`config.mk`:
```
export PLATFORM = sky130hd
export DESIGN_NAME = punct_trellis_siso
export DESIGN_NICKNAME = d
export VERILOG_FILES = /design/src/rtl/tsd_pkg.sv /design/src/rtl/tsd_grp_min.sv /design/src/rtl/tsd_llr_store.sv /design/src/rtl/tsd_ext_unit.sv /design/src/rtl/punct_trellis_siso.sv
export SDC_FILE = /design/constraint.sdc
export NUM_CORES = 1
export LEC_CHECK = 0
export BUFFER_PORTS_ARGS = -buffer_cell sky130_fd_sc_hd__buf_2
export CORE_AREA = 2 2 199 201
export CTS_CLUSTER_DIAMETER = 40
export DETAILED_ROUTE_END_ITERATION = 6
export DIE_AREA = 0 0 201 203
export GPL_TIMING_DRIVEN = 1
export PLACE_DENSITY = 0.64
export SLEW_MARGIN = 10
export SYNTH_ARGS = -nofsm -noshare
export SYNTH_HDL_FRONTEND = slang
export SYNTH_SLANG_ARGS = --single-unit
```
`constraint.sdc`:
```
create_clock -name clk -period 12 [get_ports clk]
set_input_delay 1.2 -clock clk [delete_from_list [all_inputs] [get_ports clk]]
set_output_delay 1.2 -clock clk [all_outputs]
set_load 0.02 [all_outputs]
```
`src/rtl/tsd_pkg.sv`:
```
package tsd_pkg;
  localparam int LLR_W = 6;
  localparam int MET_W = 9;
  localparam int MET_MAX = 255;
  localparam int OUT_MAX = 31;

  typedef logic signed [LLR_W-1:0] llr_t;
  typedef logic signed [MET_W-1:0] met_t;

  localparam met_t MET_INF = met_t'(MET_MAX);

  // sign-extend a channel/edge LLR into the metric width
  function automatic met_t widen(llr_t x);
    return {{(MET_W-LLR_W){x[LLR_W-1]}}, x};
  endfunction

  // max-log combination of two parity LLRs (zero counts as non-negative)
  function automatic met_t ms(met_t a, met_t b);
    met_t ma, mb, m;
    ma = a[MET_W-1] ? -a : a;
    mb = b[MET_W-1] ? -b : b;
    m  = (ma < mb) ? ma : mb;
    return (a[MET_W-1] ^ b[MET_W-1]) ? -m : m;
  endfunction

  // saturating metric add, symmetric range
  function automatic met_t add_m(met_t a, met_t b);
    logic signed [MET_W:0] s;
    s = {a[MET_W-1], a} + {b[MET_W-1], b};
    if (s > MET_MAX)       return MET_INF;
    else if (s < -MET_MAX) return -MET_INF;
    else                   return s[MET_W-1:0];
  endfunction

  function automatic llr_t to_out(met_t x);
    if (x > OUT_MAX)       return llr_t'(OUT_MAX);
    else if (x < -OUT_MAX) return -llr_t'(OUT_MAX);
    else                   return x[LLR_W-1:0];
  endfunction

  // sum of n packed unsigned fields of width fw
  function automatic int sum_fields(logic [63:0] v, int n, int fw);
    int s;
    s = 0;
    for (int i = 0; i < n; i++) s += int'((v >> (i*fw)) & ((64'd1 << fw) - 64'd1));
    return s;
  endfunction
endpackage

```
`src/rtl/tsd_grp_min.sv`:
```
module tsd_grp_min
  import tsd_pkg::*;
#(
  parameter int PW = 4
) (
  input  logic          clk,
  input  logic          rst_n,
  input  logic          en,
  input  logic          first,
  input  logic [PW-1:0] pos,
  input  llr_t          llr,
  output met_t          min1,
  output met_t          min2,
  output logic [PW-1:0] idx,
  output logic          neg
);
  met_t wv, mag;
  always_comb begin
    wv  = widen(llr);
    mag = wv[MET_W-1] ? -wv : wv;
  end

  always_ff @(posedge clk or negedge rst_n) begin
    if (!rst_n) begin
      min1 <= MET_INF;
      min2 <= MET_INF;
      idx  <= '0;
      neg  <= 1'b0;
    end else if (en) begin
      if (first) begin
        min1 <= mag;
        min2 <= MET_INF;
        idx  <= pos;
        neg  <= llr[LLR_W-1];
      end else begin
        neg <= neg ^ llr[LLR_W-1];
        if (mag < min1) begin
          min2 <= min1;
          min1 <= mag;
          idx  <= pos;
        end else if (mag < min2) begin
          min2 <= mag;
        end
      end
    end
  end

  // smallest and second-smallest magnitudes stay ordered (R4 exclusion relies on it)
  p_min_order_r4: assert property (@(posedge clk) disable iff (!rst_n) min1 <= min2);
endmodule

```
`src/rtl/tsd_llr_store.sv`:
```
module tsd_llr_store
  import tsd_pkg::*;
#(
  parameter int DEPTH = 15,
  parameter int AW    = 4
) (
  input  logic          clk,
  input  logic          we,
  input  logic [AW-1:0] waddr,
  input  llr_t          wdata,
  input  logic [AW-1:0] raddr,
  output llr_t          rdata
);
  llr_t mem [DEPTH];
  always_ff @(posedge clk) begin
    if (we) mem[waddr] <= wdata;
  end
  assign rdata = mem[raddr];
endmodule

```
`src/rtl/tsd_ext_unit.sv`:
```
module tsd_ext_unit
  import tsd_pkg::*;
#(
  parameter int PW = 4
) (
  input  met_t          a_prev,
  input  met_t          b_cur,
  input  met_t          lp,
  input  met_t          gm1,
  input  met_t          gm2,
  input  logic [PW-1:0] gidx,
  input  logic          gneg,
  input  llr_t          edge_llr,
  input  logic [PW-1:0] epos,
  output llr_t          ext,
  output met_t          b_next
);
  met_t c, leu, om, oth, lu;
  always_comb begin
    c      = add_m(b_cur, lp);
    leu    = ms(a_prev, c);
    om     = (epos == gidx) ? gm2 : gm1;
    oth    = (gneg ^ edge_llr[LLR_W-1]) ? -om : om;
    ext    = to_out(ms(leu, oth));
    lu     = gneg ? -gm1 : gm1;
    b_next = ms(c, lu);
  end
endmodule

```
`src/rtl/punct_trellis_siso.sv`:
```
module punct_trellis_siso
  import tsd_pkg::*;
#(
  parameter int NGRP = 6,
  parameter int SZW  = 4,
  parameter logic [NGRP*SZW-1:0] GSZ = {4'd3, 4'd2, 4'd2, 4'd3, 4'd2, 4'd3},
  localparam int W  = sum_fields(64'(GSZ), NGRP, SZW),
  localparam int AW = (W > 1) ? $clog2(W) : 1
) (
  input  logic          clk,
  input  logic          rst_n,
  input  logic          in_valid,
  output logic          in_ready,
  input  logic [5:0]    in_llr,
  output logic          out_valid,
  input  logic          out_ready,
  output logic [5:0]    out_llr,
  output logic [AW-1:0] out_edge,
  output logic          done
);
  localparam int GW = (NGRP > 1) ? $clog2(NGRP) : 1;

  function automatic logic [SZW-1:0] gsz(logic [GW-1:0] g);
    return GSZ[int'(g)*SZW +: SZW];
  endfunction

  typedef enum logic [1:0] {ST_IN, ST_FIN, ST_OUT, ST_DONE} st_t;

  st_t            st;
  logic [GW-1:0]  grp;
  logic [SZW-1:0] epos;
  logic [AW-1:0]  ea;
  logic           par_ph;
  met_t           a_run, b_run;

  // per-group record captured at the end of the forward pass
  met_t           g_aprev [NGRP];
  met_t           g_lp    [NGRP];
  met_t           g_m1    [NGRP];
  met_t           g_m2    [NGRP];
  logic [SZW-1:0] g_idx   [NGRP];
  logic           g_neg   [NGRP];

  met_t           t_m1, t_m2, lu_cur, a_next, b_next;
  logic [SZW-1:0] t_idx;
  logic           t_neg;
  llr_t           rd_llr, ext;

  logic in_fire, edge_fire, par_fire, out_fire, fin_grp, last_in_grp;

  assign in_ready    = (st == ST_IN);
  assign out_valid   = (st == ST_OUT);
  assign done        = (st == ST_DONE);
  assign in_fire     = in_valid && in_ready;
  assign edge_fire   = in_fire && !par_ph;
  assign par_fire    = in_fire && par_ph;
  assign out_fire    = out_valid && out_ready;
  assign fin_grp     = par_fire || (st == ST_FIN);
  assign last_in_grp = (epos == gsz(grp) - 1'b1);

  tsd_grp_min #(.PW(SZW)) i_grp_min (
    .clk(clk), .rst_n(rst_n), .en(edge_fire), .first(epos == '0), .pos(epos),
    .llr(llr_t'(in_llr)), .min1(t_m1), .min2(t_m2), .idx(t_idx), .neg(t_neg)
  );

  tsd_llr_store #(.DEPTH(W), .AW(AW)) i_store (
    .clk(clk), .we(edge_fire), .waddr(ea), .wdata(llr_t'(in_llr)),
    .raddr(ea), .rdata(rd_llr)
  );

  tsd_ext_unit #(.PW(SZW)) i_ext (
    .a_prev(g_aprev[grp]), .b_cur(b_run), .lp(g_lp[grp]),
    .gm1(g_m1[grp]), .gm2(g_m2[grp]), .gidx(g_idx[grp]), .gneg(g_neg[grp]),
    .edge_llr(rd_llr), .epos(epos), .ext(ext), .b_next(b_next)
  );

  always_comb begin
    lu_cur = t_neg ? -t_m1 : t_m1;
    a_next = add_m(ms(a_run, lu_cur), widen(llr_t'(in_llr)));
  end

  assign out_llr  = ext;
  assign out_edge = ea;

  always_ff @(posedge clk or negedge rst_n) begin
    if (!rst_n) begin
      for (int i = 0; i < NGRP; i++) begin
        g_aprev[i] <= '0; g_lp[i] <= '0; g_m1[i] <= '0;
        g_m2[i] <= '0; g_idx[i] <= '0; g_neg[i] <= 1'b0;
      end
    end else if (fin_grp) begin
      g_aprev[grp] <= a_run;
      g_lp[grp]    <= (st == ST_FIN) ? met_t'(0) : widen(llr_t'(in_llr));
      g_m1[grp]    <= t_m1;
      g_m2[grp]    <= t_m2;
      g_idx[grp]   <= t_idx;
      g_neg[grp]   <= t_neg;
    end
  end

  always_ff @(posedge clk or negedge rst_n) begin
    if (!rst_n) begin
      st <= ST_IN; grp <= '0; epos <= '0; ea <= '0; par_ph <= 1'b0;
      a_run <= MET_INF; b_run <= MET_INF;
    end else begin
      case (st)
        ST_IN: begin
          if (edge_fire) begin
            ea <= ea + 1'b1;
            if (last_in_grp) begin
              epos <= '0;
              if (grp == GW'(NGRP-1)) st <= ST_FIN;
              else                     par_ph <= 1'b1;
            end else begin
              epos <= epos + 1'b1;
            end
          end
          if (par_fire) begin
            a_run  <= a_next;
            grp    <= grp + 1'b1;
            par_ph <= 1'b0;
          end
        end
        ST_FIN: begin
          st    <= ST_OUT;
          b_run <= MET_INF;
          ea    <= AW'(W-1);
          epos  <= gsz(grp) - 1'b1;
        end
        ST_OUT: begin
          if (out_fire) begin
            ea <= ea - 1'b1;
            if (epos == '0) begin
              b_run <= b_next;
              if (grp == '0) st <= ST_DONE;
              else begin
                grp  <= grp - 1'b1;
                epos <= gsz(grp - 1'b1) - 1'b1;
              end
            end else begin
              epos <= epos - 1'b1;
            end
          end
        end
        default: begin
          st <= ST_IN; grp <= '0; epos <= '0; ea <= '0; par_ph <= 1'b0;
          a_run <= MET_INF;
        end
      endcase
    end
  end

  p_hold_r9: assert property (@(posedge clk) disable iff (!rst_n)
    (out_valid && !out_ready) |=> (out_valid && $stable(out_llr) && $stable(out_edge)));
  p_first_edge_r3: assert property (@(posedge clk) disable iff (!rst_n)
    $rose(out_valid) |-> (out_edge == AW'(W-1)));
  p_edge_order_r3: assert property (@(posedge clk) disable iff (!rst_n)
    (out_fire && out_edge != '0) |=> (out_valid && out_edge == $past(out_edge) - 1'b1));
  p_done_after_last_r10: assert property (@(posedge clk) disable iff (!rst_n)
    (out_fire && out_edge == '0) |=> done);
  p_done_pulse_r10: assert property (@(posedge clk) disable iff (!rst_n)
    done |=> (!done && in_ready));
  p_ext_range_r8: assert property (@(posedge clk) disable iff (!rst_n)
    out_valid |-> (out_llr != 6'b100000));
endmodule

```
Yosys cells after proc, flatten, opt, wreduce, memory -nomap -nowiden --
Memories as Yosys holds them, arrays and structs flattened. Cells that the tools add are included.
Operators by class: add/sub/neg operators 25, multipliers 0, div/mod/pow operators 0, magnitude comparators 14, equal/unequal tests 18, shift-type cells 2, muxes and demuxes 98, bitwise logic cells 9, reduce and logical (&&, ||, !) cells 23
Operator list (count):
- 2-to-1 mux 9 bit | 42
- bitwise mux 54 bit | 4
- negation 9 bit | 14
- binary-select mux 9 bit (select 3 bit) | 4
- < comparator 9 bit | 6
- 2-to-1 mux 4 bit | 12
- variable part select 24 x 6 -> 4 bit (first input constant) | 2
- case mux 9 bit (2 select lines) | 2
- demux 9 bit (select 3 bit) | 1
- bitwise mux 24 bit | 1
- case mux 4 bit (3 select lines) | 2
- greater-than comparator 10 x 9 -> 1 bit (second input constant) | 2
- < comparator 10 x 9 -> 1 bit (second input constant) | 2
- subtractor 4 x 1 -> 4 bit (second input constant) | 4
- inequality test 2 x 1 -> 1 bit (second input constant) | 7
- binary-select mux 4 bit (select 3 bit) | 1
- demux 4 bit (select 3 bit) | 1
- 2-to-1 mux 2 bit | 6
- 2-to-1 mux 3 bit | 4
- 2-to-1 mux 6 bit | 2
- adder 9 x 6 -> 10 bit | 1
- adder 9 x 9 -> 10 bit | 1
- 2-to-1 mux 1 bit | 10
- greater-than comparator 9 x 6 -> 1 bit (second input constant) | 1
- 37 further kinds | 57
Storage, ports and cells: register bits 301, bits in latches 0, memory bits (writable) 90, bits in read-only memories 0, input port bits 10, output and inout bits 13, word-level logic and storage cells 237, memories kept 1
Memories:
- i_store.mem | words 15, width 6, rd ports 1, clocked after memory_dff 0, write ports 1, line tsd_llr_store.sv:14 | llr_t mem [DEPTH];

Depth between registers and ports, before layout --
depth after elaboration 23, depth in mapped cells 55, mapped depth without buffers 49

By module --
A second synthesis with hierarchy kept.
Unflattened totals: cell total of the unflattened synthesis 2527, area, all modules 22736.8 sq um
Modules (own cells, without submodules):
- punct_trellis_siso | times used 1, cells an instance 1541, area each 13250.2 sq um, seq. area each 6526.3 sq um
- tsd_ext_unit | times used 1, cells an instance 615, area each 4275.4 sq um, seq. area each 0.0 sq um
- tsd_llr_store | times used 1, cells an instance 184, area each 3565.9 sq um, seq. area each 2702.6 sq um
- tsd_grp_min | times used 1, cells an instance 187, area each 1645.3 sq um, seq. area each 595.6 sq um

Least setup slack after synthesis --
Ideal clock, no wire load.
path type flip-flop to output port, start point register grp[1], end point output out_llr[1], arrival 10.842 ns, data required time 10.800 ns, slack -0.042 ns, stages on the path, launching flop included 53, path buffers 7, cell sequence dfrtp_1 > buf_2 > buf_2 > buf_2 > and3b_1 > clkbuf_1 > clkbuf_1 > a22oi_1 > nand3_1 > ha_1 > fa_1 > a211oi_2 > o21ai_2 > a2111o_1 > and3_1 > buf_2 > nor2_2 > o21ba_2 > (+17 left out) > a211oi_2 > nor3_4 > o21ai_0 > xor2_1 > ha_1 > a41oi_1 > o21ai_0 > a21o_1 > a21oi_1 > nor2_1 > nor3_1 > a31oi_1 > or4_1 > o21ai_1 > nor3_2 > a221oi_2 > nor3_1 > o31ai_1
Between the ends: word-level cells in the longest chain between the ends 23, elaborated cells between the ends (all ways) 51, those cells by class add/sub (8); order compare (6); eq/ne (1); mux (32); bitwise (4)
Ends and longest elaborated chain:
- from (decl) | line punct_trellis_siso.sv:30 | logic [GW-1:0] grp;
- from (signal assigned) | line punct_trellis_siso.sv:120 | grp <= grp + 1'b1;
- from (signal assigned) | line punct_trellis_siso.sv:137 | grp <= grp - 1'b1;
- inverter 3 -> 4 bit (implied by the code) * | line punct_trellis_siso.sv:72, punct_trellis_siso.sv:73
- binary-select mux 9 bit (select 3 bit) | line punct_trellis_siso.sv:72 | .a_prev(g_aprev[grp]), .b_cur(b_run), .lp(g_lp[grp]),
- 2-to-1 mux 9 bit (implied by the code) (2 in a row) | line punct_trellis_siso.sv:72
- adder 9 x 9 -> 10 bit | line tsd_pkg.sv:29 | s = {a[MET_W-1], a} + {b[MET_W-1], b};
- < comparator 10 x 9 -> 1 bit | line tsd_pkg.sv:31 | else if (s < -MET_MAX) return -MET_INF;
- 2-to-1 mux 9 bit | line tsd_pkg.sv:31
- 2-to-1 mux 9 bit | line tsd_pkg.sv:30 | if (s > MET_MAX) return MET_INF;
- negation 9 bit | line tsd_pkg.sv:21 | mb = b[MET_W-1] ? -b : b;
- (+6 left out)
- 2-to-1 mux 9 bit | line tsd_pkg.sv:20 | ma = a[MET_W-1] ? -a : a;
- < comparator 9 bit | line tsd_pkg.sv:22 | m = (ma < mb) ? ma : mb;
- 2-to-1 mux 9 bit | line tsd_pkg.sv:22
- negation 9 bit | line tsd_pkg.sv:23 | return (a[MET_W-1] ^ b[MET_W-1]) ? -m : m;
- 2-to-1 mux 9 bit * | line tsd_pkg.sv:23
- < comparator 9 x 6 -> 1 bit | line tsd_pkg.sv:37 | else if (x < -OUT_MAX) return -llr_t'(OUT_MAX);
- 2-to-1 mux 6 bit | line tsd_pkg.sv:37
- 2-to-1 mux 6 bit * | line tsd_pkg.sv:36 | if (x > OUT_MAX) return llr_t'(OUT_MAX);
- to (decl) | line punct_trellis_siso.sv:17 | output logic [5:0] out_llr,
Mark *: on every way between the ends. The rest lies on a longest branch, timed or not. The select of a mux whose other input is x is not followed.

Final worst setup path --
start point register grp[0], end point output out_llr[2]
Same word-level chain as after synthesis.

==> impl_metrics.yaml <==
worst_setup_path:
  cp_common_cell: "buf_4"
  r2r-start: "i_grp_min.min1[1]"
  cp-endpoint: "out_llr[2]"
  required_ns: 10.80
  cp_slowest_stage_delay_ns: 0.45
  critPathKind: "reg -> out"
  start_kind: "flip-flop"
  worst-endpoint-arrival_ns: 10.44
  worstPathMaxFanout: 8
  r2r-end: "a_run[7]"
  reg2reg_depth: 36
  worst_path_max_delay_cell: "dfrtp_2"
  worst_setup_path_end_kind: "output pin"
  reg2reg_setup_slack_ns: 4.00
  startpoint: "grp[0]"
cells_and_area:
  area_growth_pct: 15.2
  final_core_util: 0.575
  regArea_sq_um: 7580
  nFillCells: 3466
  drive_above_1_share: 0.162
  stdcell_count: 2803
  multiInputGateArea_sq_um: 11400
  nNetsFinal: 2352
  insertedDiodeCount: 0
sta:
  maxSlewViolCount: 0
  fin_crit_sh: 0.970
  rsz0062_at_grt: "yes"
  fin_ws_ns: 0.363
  tightest_slew_ns: 1.23
  skew_ns: 0.0130
  post-route-min-period_ns: 11.64
  hold_violations: 0
  maxSlewHeadroom: 0.178
  holdWs_ns: 0.468
  fmax_mhz: 85.9
  setup_viol: 0
logic_synthesis:
  synth_seq_area_share: 0.394
  yosysWarnings: 0
  yosysTopAreaCell: "dfrtp_1"
  synthCells: 2211
  synth_commonest_cells: "509 x nand2_1, 251 x dfrtp_1, 217 x o21ai_0, 113 x nor2_1, 87 x clkbuf_1"
  syn_avg_cell_area_sq_um: 8.68
  synth_area_leaders: "dfrtp_1 33%, nand2_1 10%, o21ai_0 5.7%"
  yosys_most_used_dff: "dfrtp_1"
  async_reset_ff_frac: 0.950
  synth_edf_count: 15
  synth.distinct_cells: 114
  yosysMostFrequentCell: "nand2_1"
  ys_seq_elements: 298
  syn_area_sq_um: 19200
  synth.top_cell.area_share: 0.327
place:
  pre_cts_ws_ns: -0.152
  post-dp-hpwl_um: 37600
  gp_congestion: 0.896
  place_inst: 2685
  io_buffers: 22
grt:
  globalRouteOverflowTotal: 0
  antenna_found_initial: 0
  grt_pass1_wl_um: 87900
  grt_pass1_vias: 16200
  grt_usage: 0.269
  grt_max_degree: 83
floorplanning:
  dieArea_sq_um: 40800
  die_w_um: 201
  pin_count: 23
  start_util: 0.499
  core.rowCount: 72
  coreArea_sq_um: 38500
  die_y_um: 203
clock_network:
  cts.clk_slew.worst_paths_ns: 0.05
  cts_made_buffers: 41
  clkLatencyLatePin_ns: 0.53
  ctsHoldBuffers: 0
  cts-root-buf: "clkbuf_16"
  cts_buffer_depth: 3
  cts_num_sinks: 298
  h-tree-depth: 2
  cts_tree: "yes"
detailed_routing:
  finalWirelength_um: 55300
  wl_per_cell_um: 19.7
  drc_errors: 0
  via_per_inst: 5.91
  antenna_left: 0
  drt_iter0_drc: 1214
  drt_pre_antenna_iters: 7
  dr_total_vias: 16600
job:
  maxCapViolCount: 0
run_status:
  status: "finished, final reports clean"
min_path:
  min_path_type: "reg -> reg"
==> worst min path at each step <==
stage | from | to | slack, ns | depth (start not counted)
6_report | g_m2[36] | g_m2[36] | 0.47 | 2
3_5_place_dp | g_aprev[30] | g_aprev[30] | 0.45 | 2
3_3_place_gp | g_aprev[30] | g_aprev[30] | 0.45 | 2
5_1_grt | g_aprev[52] | g_aprev[52] | 0.49 | 2
4_1_cts | g_aprev[30] | g_aprev[30] | 0.47 | 2
2_1_floorplan | g_aprev[30] | g_aprev[30] | 0.44 | 2
==> worst max-delay path: cells and delay by family (launching register included) <==
kind | cells | cell delay, ns
XOR/XNOR | 1 | 0.18
AND/OR/NAND/NOR | 13 | 2.20
buffers and inverters | 7 | 1.13
flip-flops | 1 | 0.45
AO/OA/AOI/OAI | 25 | 4.40
adder cells (fa/ha/maj) | 5 | 1.47
==> cell usage in the layout (no fill, tap or decap), types with 9 or more instances in the layout <==
| cell | count |
|---|---|
| a22o_1 | 10 |
| o22a_1 | 17 |
| clkbuf_16 | 41 |
| nand2_1 | 503 |
| inv_1 | 62 |
| a31oi_1 | 22 |
| nand4_1 | 10 |
| buf_4 | 80 |
| nor3_1 | 24 |
| ha_4 | 9 |
| edfxtp_1 | 15 |
| nand2b_1 | 29 |
| and2_1 | 21 |
| ha_1 | 74 |
| mux2i_1 | 55 |
| xnor2_1 | 69 |
| and3_1 | 9 |
| a21oi_2 | 9 |
| or3_1 | 9 |
| nor2b_1 | 23 |
| o31ai_1 | 15 |
| nand3_1 | 48 |
| nor2_1 | 112 |
| o21ai_1 | 12 |
| a22oi_1 | 45 |
| dfrtp_1 | 248 |
| xor2_1 | 38 |
| mux2_2 | 18 |
| mux4_2 | 9 |
| o21ai_0 | 213 |
| a21o_1 | 18 |
| clkinv_1 | 10 |
| buf_2 | 21 |
| dfstp_2 | 32 |
| a221oi_1 | 11 |
| a21oi_1 | 67 |
==> sequential cells by signal (all words and copies together) (netlist names), 15 cells and up <==
signal	count
g_idx	24
g_aprev	54
i_store.mem	15
g_lp	36
g_m1	54
g_m2	54
==> what timing repair did <==
item,in CTS,in global routing
buffers inserted,3,39
endpoints found under the hold margin,0,0
setup endpoints to repair,6,6
resized for setup,19,93
gates cloned,0,1
pin swaps,5,60
==> routing by layer <==
layer  track usage  vias to the layer above  part of all wire
met3        0.0417                      102             0.056
met4        0.0955                        0             0.029
met1         0.357                     8119              0.44
met2         0.446                      471              0.48
met5             0                        -                 0
li1              -                     7864                 -
==> through the flow <==
step / setup TNS [ns] / cell area [sq um]
CTS: 0 / 21300
detailed placement: -0.557 / 19800
global route: -0.922 / 22100
finish: 0 / 22100
global placement: 0 / 19800
floorplan: -0.156 / 19200
==> final cells by class <==
type	count	area share
clock buffer	53	0.0502
tap	518	0.0293
timing repair buffer	112	0.0386
multi-input combinational	1725	0.516
sequential	298	0.342
clock inverter	22	0.0104
inverter	75	0.0128
==> cell families after synthesis <==
kind of cell,synth area share
buffers and inverters,0.0423
multiplexers,0.0527
AND/OR/NAND/NOR,0.203
AO/OA/AOI/OAI,0.196
XOR/XNOR,0.0523
other,0.000195
adder cells (fa/ha/maj),0.0592
flip-flops,0.394
Power is not shown: default switching activity piles up to over one toggle a cycle in this logic, so the estimate is an artifact.
